==> config.mk <==
export PLATFORM = sky130hd
export DESIGN_NAME = flagAddSub
export DESIGN_NICKNAME = d
export VERILOG_FILES = /design/src/rtl/flagAddSubPkg.sv /design/src/rtl/flagAddSubCtrl.sv /design/src/rtl/flagAddSubPath.sv /design/src/rtl/flagAddSub.sv
export SDC_FILE = /design/constraint.sdc
export NUM_CORES = 1
export LEC_CHECK = 0
export BUFFER_PORTS_ARGS = -buffer_cell sky130_fd_sc_hd__buf_2
export CAP_MARGIN = 20
export CELL_PAD_IN_SITES_DETAIL_PLACEMENT = 1
export CELL_PAD_IN_SITES_GLOBAL_PLACEMENT = 1
export CORE_MARGIN = 1.5
export CORE_UTILIZATION = 35
export DETAILED_ROUTE_END_ITERATION = 8
export PLACE_DENSITY = 0.86
export SLEW_MARGIN = 10
export SYNTH_ARGS = -nofsm -noshare
export SYNTH_HDL_FRONTEND = slang
export SYNTH_HIERARCHICAL = 1
export SYNTH_SLANG_ARGS = --single-unit
==> constraint.sdc <==
create_clock -name vclk -period 5.95
set_input_delay 0.595 -clock vclk [all_inputs]
set_output_delay 0.595 -clock vclk [all_outputs]
set_load 0.1 [all_outputs]
==> src/rtl/flagAddSubPkg.sv <==
package flagAddSubPkg;

  typedef enum logic [1:0] {
    OP_ADD = 2'b00,
    OP_ADC = 2'b01,
    OP_SUB = 2'b10,
    OP_SBC = 2'b11
  } arithOp_e;

  // Strobes from the control decoder to the datapath
  typedef struct packed {
    logic invertB;   // take the ones' complement of operand B
    logic carryBit;  // carry into the adder LSB
    logic flagWe;    // flag write request
  } addStrobes_t;

endpackage

==> src/rtl/flagAddSubCtrl.sv <==
module flagAddSubCtrl
  import flagAddSubPkg::*;
(
  input  logic [1:0]  opSel,
  input  logic        carryIn,
  input  logic        setFlags,
  output addStrobes_t strobes
);

  arithOp_e op;

  always_comb begin
    op = arithOp_e'(opSel);
    strobes = '0;
    strobes.flagWe = setFlags;
    unique case (op)
      OP_ADD: begin
        strobes.invertB  = 1'b0;
        strobes.carryBit = 1'b0;
      end
      OP_ADC: begin
        strobes.invertB  = 1'b0;
        strobes.carryBit = carryIn;
      end
      OP_SUB: begin
        strobes.invertB  = 1'b1;
        strobes.carryBit = 1'b1;
      end
      OP_SBC: begin
        strobes.invertB  = 1'b1;
        strobes.carryBit = carryIn;
      end
      default: strobes = '0;
    endcase
  end

endmodule

==> src/rtl/flagAddSubPath.sv <==
module flagAddSubPath
  import flagAddSubPkg::*;
#(
  parameter int WIDTH = 32
) (
  input  logic [WIDTH-1:0] opA,
  input  logic [WIDTH-1:0] opB,
  input  addStrobes_t      strobes,
  output logic [WIDTH-1:0] result,
  output logic             flagN,
  output logic             flagZ,
  output logic             flagC,
  output logic             flagV,
  output logic             flagWe
);

  localparam int MSB = WIDTH - 1;

  logic [WIDTH-1:0] bEff;
  logic [WIDTH:0]   wideSum;

  always_comb begin
    bEff    = strobes.invertB ? ~opB : opB;
    wideSum = {1'b0, opA} + {1'b0, bEff} + {{WIDTH{1'b0}}, strobes.carryBit};
    result  = wideSum[MSB:0];
    flagC   = wideSum[WIDTH];
    flagN   = wideSum[MSB];
    flagZ   = ~|wideSum[MSB:0];
    // For a subtraction, bEff carries the inverted sign of B, so a single
    // same-sign test covers both kinds of operation.
    flagV   = (opA[MSB] == bEff[MSB]) && (wideSum[MSB] != opA[MSB]);
    flagWe  = strobes.flagWe;
  end

endmodule

==> src/rtl/flagAddSub.sv <==
module flagAddSub
  import flagAddSubPkg::*;
#(
  parameter int WIDTH = 32
) (
  input  logic [WIDTH-1:0] opA,
  input  logic [WIDTH-1:0] opB,
  input  logic             carryIn,
  input  logic [1:0]       opSel,
  input  logic             setFlags,
  output logic [WIDTH-1:0] result,
  output logic             flagN,
  output logic             flagZ,
  output logic             flagC,
  output logic             flagV,
  output logic             flagWe
);

  addStrobes_t strobes;

  flagAddSubCtrl ctrl_i (
    .opSel    (opSel),
    .carryIn  (carryIn),
    .setFlags (setFlags),
    .strobes  (strobes)
  );

  flagAddSubPath #(.WIDTH(WIDTH)) path_i (
    .opA     (opA),
    .opB     (opB),
    .strobes (strobes),
    .result  (result),
    .flagN   (flagN),
    .flagZ   (flagZ),
    .flagC   (flagC),
    .flagV   (flagV),
    .flagWe  (flagWe)
  );

endmodule

==> reports/metrics.yaml <==
status:
  outcome: "finished, final reports clean"
floorplanning:
  floorplan.initialDensity_pct: 36.2
  fp.dieW_um: 87.1
  die-area_sq_mm: 0.00759
  io_pins: 105
  die_h_um: 87.1
  num_rows: 30
  core_sq_mm: 0.00683
timing:
  period_minus_slack_ns: 5.56
  hold_violations: 0
  tns_ns: 0
  finalCritPeriodShare_pct: 93.5
  maxSlewViolCount: 0
  fmax_mhz: 180
  grt_setup_unrepaired: "false"
  worst_slack_ns: 0.387
  whs_ns: 1.19
  worst_pin_slew_ns: 0.668
  setup_viol: 0
  slew_headroom_pct: 54.9
worst_setup_path:
  worstSetupStartpointType: "input port"
  arrival_ns: 4.97
  critPathRequiredTime_ns: 5.36
  critPathKind: "in -> out"
  cp_slowest_cell: "o41ai_1"
  cp_common_cell: "a21oi_1"
  crit_chain: "buf_2 > buf_4 > xor2_1 > inv_1 > fa_1 > nor2b_1 > o31a_1 > o21a_1 > a21oi_1 > o41ai_1 > a21oi_1 > xnor2_4 > or4b_2 > nor4_2 > buf_12"
  cp_max_fo: 15
  critPathMaxStageDelay_ns: 0.69
  crit_path_end_kind: "output port"
routing:
  drt_pass1_iterations: 4
  vias: 3032
  wire_per_inst_um: 16.1
  drc: 0
  drt_iter0_markers: 126
  drt-vias-per-instance: 5.61
  postRouteAntennaNets: 0
  routed_wl_um: 8670
global_routing:
  grt_pass1_wl_um: 14200
  grt_max_degree: 17
  antenna_found_initial: 0
  grtUsageTotal_pct: 22.6
  grt_overflow: 0
  grt_pass1_vias: 3082
cells_and_area:
  drive_gt1_share_pct: 31.8
  diodes: 0
  fin_cells: 540
  utilization_pct: 46.6
  fill_cells: 945
  layout_common_cells: "buf_2 (102), xor2_1 (39), nand2_1 (34)"
  multi_input_area_sq_mm: 0.00247
  area_growth_pct: 28.5
  nets: 547
  nClkBuffers: 0
  final_common_cell: "buf_2"
  seq_cells: 0
  seqCellArea_sq_um: 0
  fin_area_sq_mm: 0.00318
hold_path:
  hold_class: "in -> out"
clock_network:
  hold_buffers: 0
  cts_setup_buffers: 0
  cts-resized-gates: 0
pwr:
  power_leakage_nw: 1.50
  vdd_drop_max_v: 0.000369
  power_mw: 1.14
  powerDensity_mw_per_mm2: 358
run:
  drv_cap: 0
synthesis:
  synth-seq-area-share_pct: 0
  syn_inst: 354
  synthTopCellsByArea: "ha_1 (16%), xor2_1 (15%), a21oi_1 (6.5%), o21ai_0 (5.9%), xnor2_1 (5.7%)"
  synth.largest_area_cell: "ha_1"
  netlist_area_sq_mm: 0.00248
  synth_cell_types: 66
  yosys_warnings: 6
  synthesis.nets: 455
  synthDominantCellAreaShare_pct: 15.7
  syn-mean-instance-area_sq_um: 6.99
place:
  dp.cells: 540
  place_ws_ns: 0.376
  port_buffers: 103
  hpwl_um: 7630
  place.gp.congestion: 0.899
  placed_area_sq_mm: 0.00318
## synthesized netlist by cell type (all sizes together), types with 6 or more instances
| master | count |
|---|---|
| nor3 | 7 |
| nor2 | 27 |
| nand4 | 6 |
| and2 | 6 |
| buf | 10 |
| nand2 | 34 |
| o21ai | 31 |
| nand3 | 8 |
| inv | 12 |
| a21oi | 35 |
| xor2 | 41 |
| ha | 31 |
| a31oi | 7 |
| a21o | 10 |
| xnor2 | 16 |
## power breakdown
| part | internal [mW] | total, mW | leakage, nW | switching [mW] |
|---|---|---|---|---|
| combinational | 0.252 | 1.14 | 1.50 | 0.888 |
| clock | 0 | 0 | 0 | 0 |
| sequential | 0 | 0 | 0 | 0 |
## kinds of logic (layout without fill, tap and decap cells)
logic type      after synthesis  count (layout)  share of synthesized area [%]
buf+inv                      27             117                           5.41
fa+ha+maj                    33              33                           17.3
compound gates              126             126                           34.4
mux                           1               1                          0.606
xor+xnor                     57              57                           20.2
simple gates                110             110                           22.2
## path summary, 6_finish.rpt
check	start	end	slack (ns)	cells after the start
worst max-delay path	opSel[1]	flagZ	0.39	15
worst min-delay path	setFlags	flagWe	1.19	0
## metal layers
metal | track usage (%) | up-vias | share of wire (%)
li1 | - | 1488 | -
met1 | 29.1 | 1422 | 43
met2 | 41.1 | 110 | 48
met3 | 2.37 | 12 | 6.8
met4 | 3.75 | 0 | 1.6
met5 | 0 | - | 0
## final cells by class
cell class / instances / share of cell area (%)
multi-input combinational: 327 / 77.6
timing repair buffer: 105 / 17.1
tap: 96 / 3.77
inverter: 12 / 1.53
## critical path: cells and delay by family
kind                     cells  cell delay [ns]
adder cells (fa/ha/maj)      1             0.43
XOR/XNOR                     2             0.43
buffers and inverters        4             0.70
AND/OR/NAND/NOR              3             1.23
AO/OA/AOI/OAI                5             1.57
Note: power is estimated with default switching activity, not from simulation.
